**src/rtl/nine_bit_uart.sv**
```systemverilog
module nine_bit_uart #(
  parameter int DW       = 8,
  parameter int SLOW_DIV = 64,
  parameter int FAST_DIV = 32,
  parameter int OVS      = 16
) (
  input  logic          clk,
  input  logic          rst_n,
  input  logic          tx_wr,
  input  logic [DW-1:0] tx_wdata,
  input  logic          tx_bit9,
  input  logic          div_sel,
  input  logic          rx_en,
  input  logic          mp_mode,
  input  logic [DW-1:0] own_addr,
  input  logic [DW-1:0] addr_mask,
  input  logic          int_en,
  input  logic          clr_tx_done,
  input  logic          clr_rx_done,
  input  logic          rxd,
  output logic          txd,
  output logic [DW-1:0] rx_rdata,
  output logic          rx_bit9,
  output logic          tx_done,
  output logic          rx_done,
  output logic          irq
);
  localparam int FRAME   = DW + 3;
  localparam int SLOW_TK = SLOW_DIV / OVS;
  localparam int FAST_TK = FAST_DIV / OVS;
  localparam int BW      = $clog2(SLOW_DIV) + 1;
  localparam int PW      = $clog2(SLOW_TK) + 1;
  localparam int IW      = $clog2(FRAME) + 1;
  localparam int SW      = $clog2(OVS);
  localparam int MID     = OVS / 2;

  // transmitter
  logic [FRAME-1:0] tx_sh;
  logic             tx_busy, tx_fast;
  logic [BW-1:0]    tx_cnt;
  logic [IW-1:0]    tx_idx;

  wire [BW-1:0] tx_last    = tx_fast ? BW'(FAST_DIV - 1) : BW'(SLOW_DIV - 1);
  wire          tx_bit_end = tx_busy && (tx_cnt == tx_last);
  wire          tx_set     = tx_bit_end && (tx_idx == IW'(FRAME - 2));

  always_ff @(posedge clk or negedge rst_n) begin
    if (!rst_n) begin
      tx_sh   <= '1;
      tx_busy <= 1'b0;
      tx_fast <= 1'b0;
      tx_cnt  <= '0;
      tx_idx  <= '0;
    end else if (!tx_busy) begin
      if (tx_wr) begin
        tx_sh   <= {1'b1, tx_bit9, tx_wdata, 1'b0};
        tx_busy <= 1'b1;
        tx_fast <= div_sel;
        tx_cnt  <= '0;
        tx_idx  <= '0;
      end
    end else if (tx_bit_end) begin
      tx_cnt <= '0;
      tx_sh  <= {1'b1, tx_sh[FRAME-1:1]};
      tx_idx <= tx_idx + 1'b1;
      if (tx_idx == IW'(FRAME - 1)) tx_busy <= 1'b0;
    end else begin
      tx_cnt <= tx_cnt + 1'b1;
    end
  end

  assign txd = tx_sh[0];

  always_ff @(posedge clk or negedge rst_n) begin
    if (!rst_n)           tx_done <= 1'b0;
    else if (tx_set)      tx_done <= 1'b1;
    else if (clr_tx_done) tx_done <= 1'b0;
  end

  // oversampling tick
  logic [PW-1:0] presc;
  wire  [PW-1:0] tk_last = div_sel ? PW'(FAST_TK - 1) : PW'(SLOW_TK - 1);
  wire           tick    = (presc >= tk_last);

  always_ff @(posedge clk or negedge rst_n) begin
    if (!rst_n) presc <= '0;
    else        presc <= tick ? '0 : presc + 1'b1;
  end

  // receiver
  logic          rx_s1, rx_s2, rx_prev, rx_act, rx_b9;
  logic [1:0]    rx_v;
  logic [SW-1:0] rx_sc;
  logic [IW-1:0] rx_idx;
  logic [DW-1:0] rx_sh;

  wire vote     = (rx_v[0] & rx_v[1]) | (rx_v[0] & rx_s2) | (rx_v[1] & rx_s2);
  wire decide   = tick && rx_en && rx_act && (rx_sc == SW'(MID + 1));
  wire stop_mid = decide && (rx_idx == IW'(FRAME - 1));
  wire addr_hit = ((rx_sh ^ own_addr) & addr_mask) == '0;
  wire accept   = stop_mid && !rx_done && (!mp_mode || (rx_b9 && addr_hit));

  always_ff @(posedge clk or negedge rst_n) begin
    if (!rst_n) begin
      rx_s1 <= 1'b1;
      rx_s2 <= 1'b1;
    end else begin
      rx_s1 <= rxd;
      rx_s2 <= rx_s1;
    end
  end

  always_ff @(posedge clk or negedge rst_n) begin
    if (!rst_n) begin
      rx_prev <= 1'b1;
      rx_act  <= 1'b0;
      rx_sc   <= '0;
      rx_idx  <= '0;
      rx_v    <= '0;
      rx_sh   <= '0;
      rx_b9   <= 1'b0;
    end else begin
      if (tick) rx_prev <= rx_s2;
      if (!rx_en) begin
        rx_act <= 1'b0;
      end else if (tick) begin
        if (!rx_act) begin
          if (rx_prev && !rx_s2) begin
            rx_act <= 1'b1;
            rx_sc  <= '0;
            rx_idx <= '0;
          end
        end else begin
          rx_sc <= rx_sc + 1'b1;
          if (rx_sc == SW'(MID - 1)) rx_v[0] <= rx_s2;
          if (rx_sc == SW'(MID))     rx_v[1] <= rx_s2;
          if (rx_sc == SW'(MID + 1)) begin
            rx_idx <= rx_idx + 1'b1;
            if (rx_idx == '0) begin
              if (vote) rx_act <= 1'b0;
            end else if (rx_idx <= IW'(DW)) begin
              rx_sh <= {vote, rx_sh[DW-1:1]};
            end else if (rx_idx == IW'(DW + 1)) begin
              rx_b9 <= vote;
            end else begin
              rx_act <= 1'b0;
            end
          end
        end
      end
    end
  end

  always_ff @(posedge clk or negedge rst_n) begin
    if (!rst_n) begin
      rx_rdata <= '0;
      rx_bit9  <= 1'b0;
    end else if (accept) begin
      rx_rdata <= rx_sh;
      rx_bit9  <= rx_b9;
    end
  end

  always_ff @(posedge clk or negedge rst_n) begin
    if (!rst_n)           rx_done <= 1'b0;
    else if (accept)      rx_done <= 1'b1;
    else if (clr_rx_done) rx_done <= 1'b0;
  end

  assign irq = int_en & (tx_done | rx_done);


  idle_line_high_chk: assert property (@(posedge clk) disable iff (!rst_n)
    !tx_busy |-> txd);

  done_at_stop_chk: assert property (@(posedge clk) disable iff (!rst_n)
    $rose(tx_done) |-> (txd && tx_busy));

  buf_moves_with_done_chk: assert property (@(posedge clk) disable iff (!rst_n)
    !$stable(rx_rdata) |-> $rose(rx_done));

  store_needs_enable_chk: assert property (@(posedge clk) disable iff (!rst_n)
    $rose(rx_done) |-> $past(rx_en));

  mp_store_ninth_set_chk: assert property (@(posedge clk) disable iff (!rst_n)
    ($rose(rx_done) && $past(mp_mode)) |-> rx_bit9);

  pending_holds_buf_chk: assert property (@(posedge clk) disable iff (!rst_n)
    ($past(rx_done) && !$past(clr_rx_done)) |-> ($stable(rx_rdata) && $stable(rx_bit9)));
endmodule

```
**config.mk**
```make
export PLATFORM = sky130hd
export DESIGN_NAME = nine_bit_uart
export DESIGN_NICKNAME = d
export VERILOG_FILES = /design/src/rtl/nine_bit_uart.sv
export SDC_FILE = /design/constraint.sdc
export NUM_CORES = 1
export LEC_CHECK = 0
export ABC_CLOCK_PERIOD_IN_PS = 5400
export BUFFER_PORTS_ARGS = -buffer_cell sky130_fd_sc_hd__buf_2
export CAP_MARGIN = 20
export CORE_UTILIZATION = 60
export CTS_BUF_LIST = sky130_fd_sc_hd__clkbuf_16
export DETAILED_ROUTE_END_ITERATION = 7
export PLACE_DENSITY = 0.79
export SLEW_MARGIN = 20
export SYNTH_ARGS = -nofsm -noshare
export SYNTH_HDL_FRONTEND = slang
export SYNTH_SLANG_ARGS = --single-unit
export TNS_END_PERCENT = 100
```
**constraint.sdc**
```tcl
create_clock -name clk -period 5.4 [get_ports clk]
set_input_delay 0.27 -clock clk [delete_from_list [all_inputs] [get_ports clk]]
set_output_delay 0.27 -clock clk [all_outputs]
set_load 0.02 [all_outputs]
```
# Word-level counts from Yosys, hierarchy flattened
# Cells that the tools add are included.
# word_totals
wordCells,112
memories,0
romBits,0
reg_bits,63
latchBits,0
out_inout_bits,13
inputBits,35
mem_bits_rw,0
# op_classes
add_sub_neg,5
n_bitwise,12
mux,34
mul,0
shift,0
n_lt_le_gt_ge,2
eq_ne,11
reduce_logical,28
div,0
# op_table
operator,count
$mux W11,3
$mux W5,6
$mux W7,3
$eq A5 B4 Y1 const B,4
$mux W1,17
$reduce_and A4 Y1,3
$add A5 B1 Y5 const B,2
$logic_and A1 B1 Y1,10
$and A8 B8 Y8,1
$eq A4 B4 Y1 const B,2
$logic_not A8 Y1,1
$mux W4,2
$reduce_bool A2 Y1,4
$xor A8 B8 Y8,1
$add A7 B1 Y7 const B,1
$eq A7 B6 Y1,1
$reduce_and A7 Y1,1
$mux W6,1
$ne A2 B1 Y1 const B,3
$reduce_and A6 Y1,1
$le A5 B4 Y1 const B,1
$logic_not A5 Y1,1
$add A4 B1 Y4 const B,1
$and A1 B1 Y1,4
11 further kinds,18

# Longest topological paths before layout
# logic_depth
word_depth,9
depth_mapped,7
mapped_depth_nobuf,6

# Worst setup path after synthesis
# Ideal clock, no wire load.
# synth_path
path_type,register to register
start,register rx_sc[1]
end,register rx_sh[7]
period_less_slack_ns,1.956
slack_ns,3.444
arrival_time_ns,1.828
stages_incl_launch_ff,7
setup_time_ns,0.127
n_path_buf,0
required_time_ns,5.273
path_cell_list,dfrtp_1 -> inv_1 -> ha_1 -> and4b_2 -> nand3_2 -> nor4b_4 -> mux2_1
# synth_between
elab_chain_len,2
# synth_lines
item,line_no,text
start: declaration,93,logic [SW-1:0] rx_sc;
start signal: assignment,134,rx_sc <= rx_sc + 1'b1;
$eq A4 B4 Y1,137,if (rx_sc == SW'(MID + 1)) begin
$reduce_and A6 Y1 (no source line),n/a,
end signal: assignment,142,"rx_sh <= {vote, rx_sh[DW-1:1]};"
end: declaration,95,logic [DW-1:0] rx_sh;
# Every way passes these cells.
# A chain may end at the register's enable or synchronous reset.

# Worst setup path in the final report
# layout_path
start,register presc[1]
end,register rx_rdata[5]
# layout_between
elab_chain_len,7
# layout_lines
item,line_no,text
start: declaration,81,logic [PW-1:0] presc;
start signal: assignment,87,else presc <= tick ? '0 : presc + 1'b1;
$ge A3 B2 Y1,83,wire tick = (presc >= tk_last);
$logic_and A1 B1 Y1 (3 in series),98,wire decide = tick && rx_en && rx_act && (rx_sc == SW'(MID + 1));
$logic_and A1 B1 Y1,99,wire stop_mid = decide && (rx_idx == IW'(FRAME - 1));
$logic_and A1 B1 Y1 (2 in series),101,wire accept = stop_mid && !rx_done && (!mp_mode || (rx_b9 && addr_hit));
end signal: assignment,159,rx_rdata <= rx_sh;
end: declaration,22,"output logic [DW-1:0] rx_rdata,"
# Every way passes these cells.

==> impl_metrics.py <==
metrics = {
    "floorplan": {
        "num_rows": 27,
        "io_pins": 48,
        "die_area_sq_um": 6240,
        "coreArea_sq_um": 5608,
        "die_w_microns": 79.00,
        "start_util": 0.6343,
        "fp.dieH_microns": 79.00,
    },
    "timing": {
        "drv_slew": 0,
        "worst-slew-pin-transition_ps": 1065,
        "finalSetupViolCount": 0,
        "rsz0062_at_grt": "false",
        "finalCritPeriodShare": 0.4507,
        "max_freq_ghz": 0.4109,
        "max_slew_margin": 0.2889,
        "hold_viol": 0,
        "post-route-min-period_ps": 2434,
        "skew_ps": 5.258,
        "final.setup.tns_ps": 0,
    },
    "route": {
        "firstDrtPassIters": 5,
        "drtIter0Drc": 244,
        "drc": 0,
        "routed_via_density": 6.416,
        "routedWlPerCell_microns": 17.40,
        "wirelength_microns": 7901,
        "vias": 2913,
        "postRouteAntennaNets": 0,
    },
    "layout": {
        "nFillCells": 408,
        "fin_nets": 425,
        "antennaDiodeCount": 0,
        "mostFrequentLayoutCell": "dfrtp_1",
        "area_growth_syn_to_layout_pct": 15.62,
        "most-common-layout-cells": "dfrtp_1 (49), buf_2 (47), nand2_1 (29)",
        "layout-drive-gt1-share": 0.2539,
        "fin_area_sq_um": 4113,
        "fin_cells": 454,
    },
    "cts": {
        "cts_setup_buffers": 0,
        "cts_tree": "built",
        "clock_sinks": 62,
        "path_clk_slew_ps": 50,
        "cts_hold_buf": 0,
        "cts_buffers": 9,
        "htreeDepth": 3,
        "cts_root_buf": "clkbuf_16",
        "clk_path_buf_depth": 2,
        "cts_repair_resize_count": 0,
        "insertion_delay_ps": 330,
    },
    "place": {
        "gp_congestion": 0.7858,
        "detailed_place.area_sq_um": 3834,
        "io_buffers": 47,
        "dpl.cell_count": 438,
        "dp_hpwl_microns": 5020,
    },
    "power": {
        "ir_drop_uv": 280.7,
        "total_leakage_power_nw": 1.923,
        "finalPower_mw": 1.587,
        "powerDensity_nw_per_um2": 385.9,
    },
    "synth": {
        "syn_nets": 382,
        "async_flop_share": 1.000,
        "synth_cell_types": 59,
        "ys_top_cells_by_area": "dfrtp_1 (34%), dfstp_2 (9.6%), ha_1 (4.6%)",
        "synth-seq-cells": 62,
        "yosysTopAreaCell": "dfrtp_1",
        "syn_area_sq_um": 3557,
        "synth_top_area_frac": 0.3447,
        "yosys_most_used_dff": "dfrtp_1",
        "yosysSeqAreaShare": 0.4407,
        "avgSynthCellArea_sq_um": 10.65,
        "syn_inst": 334,
        "synth_edf_count": 0,
        "yosys_warnings": 0,
    },
    "worst_setup_path": {
        "cp_slowest_cell": "a211oi_2",
        "worstSetupEndpointType": "flop",
        "rr_endpoint": "rx_rdata[5]",
        "r2r_start": "presc[1]",
        "ff2ff_path_depth": 5,
        "max_stage_delay_ps": 900,
        "rrSetupSlack_ps": 2970,
        "required_ps": 5590,
        "path_cells": "ha_1 -> a211oi_2 -> or4_4 -> o221a_1 -> o211ai_2",
        "crit_type": "flop to flop",
        "critical_path.max_fanout": 15,
        "cp.arrival_ps": 2630,
        "start_kind": "flop",
    },
    "run": {
        "cap_violations": 0,
    },
    "grt": {
        "grt_max_degree": 63,
        "grt.busiest_layer": "met2",
        "overflow": 0,
        "grt_pass1_vias": 2810,
        "met3_usage": 0.04598,
        "antenna_found_initial": 0,
        "grt_first_pass_wirelength_microns": 13240,
        "grt_use_met2": 0.4560,
        "gr-usage-met1": 0.3615,
        "track_usage": 0.2757,
    },
    "min_path": {
        "min_path_cells": 1,
        "hp-class": "primary input to flop",
        "worst_hold_startpoint": "rxd",
        "hold_end": "rx_s1",
    },
    "run_status": {
        "status": "complete, no violations",
    },
}
## registers in the layout (all words and copies together), names as in the netlist
register / cells
rx_bit9: 1
rx_idx: 5
rx_v: 2
tx_done: 1
tx_idx: 5
rx_sc: 4
tx_cnt: 7
rx_act: 1
rx_s2: 1
tx_sh: 10
rx_s1: 1
tx_busy: 1
rx_sh: 8
presc: 3
tx_fast: 1
rx_b9: 1
rx_done: 1
rx_rdata: 8
rx_prev: 1
## per-layer routing
metal / vias up / wire [microns] / part of all wire
met1: 1461 / 3482 / 0.44
met3: 11 / 353 / 0.045
met2: 91 / 3958 / 0.50
li1: 1350 / - / -
met5: - / 0 / 0
met4: 0 / 108 / 0.014
## power by group
part / switching [mW] / internal [mW] / leakage, nW / total [mW]
clock network: 0.197 / 0.348 / 0.156 / 0.545
logic: 0.198 / 0.151 / 0.981 / 0.350
registers: 0.0992 / 0.594 / 0.787 / 0.693
## worst max-delay path, delay by kind of cell (launching register included)
kind                     cells  cell delay [ps]
adder cells (fa/ha/maj)      1              320
flip-flops                   1              400
AO/OA/AOI/OAI                3             1210
AND/OR/NAND/NOR              1              370
## synth_stat cells, types with 2 or more instances
cell       instances
dfrtp_1           49
nand2_1           29
a21oi_1           15
nand2b_1          14
clkbuf_1          13
dfstp_2           13
ha_1              13
inv_1             13
nand3_1           13
nor2_1            13
mux2i_1           11
xor2_1            11
o41ai_1           10
a22o_1             9
o211ai_2           9
o221a_1            9
o311ai_0           9
mux2_1             8
o21ai_0            8
mux2_2             6
nand4_1            5
nand4b_1           3
o22ai_1            3
or3_1              3
xnor2_1            3
and2_1             2
and3_1             2
buf_2              2
nor2b_1            2
nor3_1             2
nor4b_1            2
o2111ai_1          2
o211ai_1           2
## metrics by stage
stage / hold slack (ps) / setup slack, ps / utilization
after floorplan: -25.59 / 3444 / -
after global placement: 347.1 / 3102 / 0.6836
after detailed placement: 349.3 / 3052 / 0.6836
after CTS: 47.34 / 3007 / 0.7334
after global routing: 41.79 / 2874 / 0.7334
final: 51.14 / 2966 / 0.7334
## worst max-delay path by stage
stage | from | end | slack [ps]
floorplan | rx_sc[1] | rx_sh[7] | 3440
global placement | div_sel | rx_rdata[3] | 3100
detailed placement | div_sel | rx_rdata[5] | 3050
CTS | presc[1] | rx_rdata[5] | 3010
global route | presc[1] | rx_bit9 | 2870
finish | presc[1] | rx_rdata[5] | 2970
## cell families (layout without fill, tap and decap cells)
kind of cell	count (synthesis)	after routing	synth area share
adder cells (fa/ha/maj)	14	14	0.04854
flip-flops	62	62	0.4407
XOR/XNOR	14	14	0.03447
buffers and inverters	31	79	0.03588
AO/OA/AOI/OAI	88	88	0.2047
multiplexers	25	25	0.07527
AND/OR/NAND/NOR	100	100	0.1604
## layout make-up
type,instances,area (sq um),share of cell area
Clock buffer,9,225.2,0.05476
Clock inverter,7,53.80,0.01308
Inverter,13,48.80,0.01186
Multi-Input combinational cell,241,1869,0.4545
Sequential cell,62,1568,0.3812
Tap cell,72,90.09,0.02190
Timing Repair Buffer,50,257.7,0.06267
(Power assumes the default switching activity.)
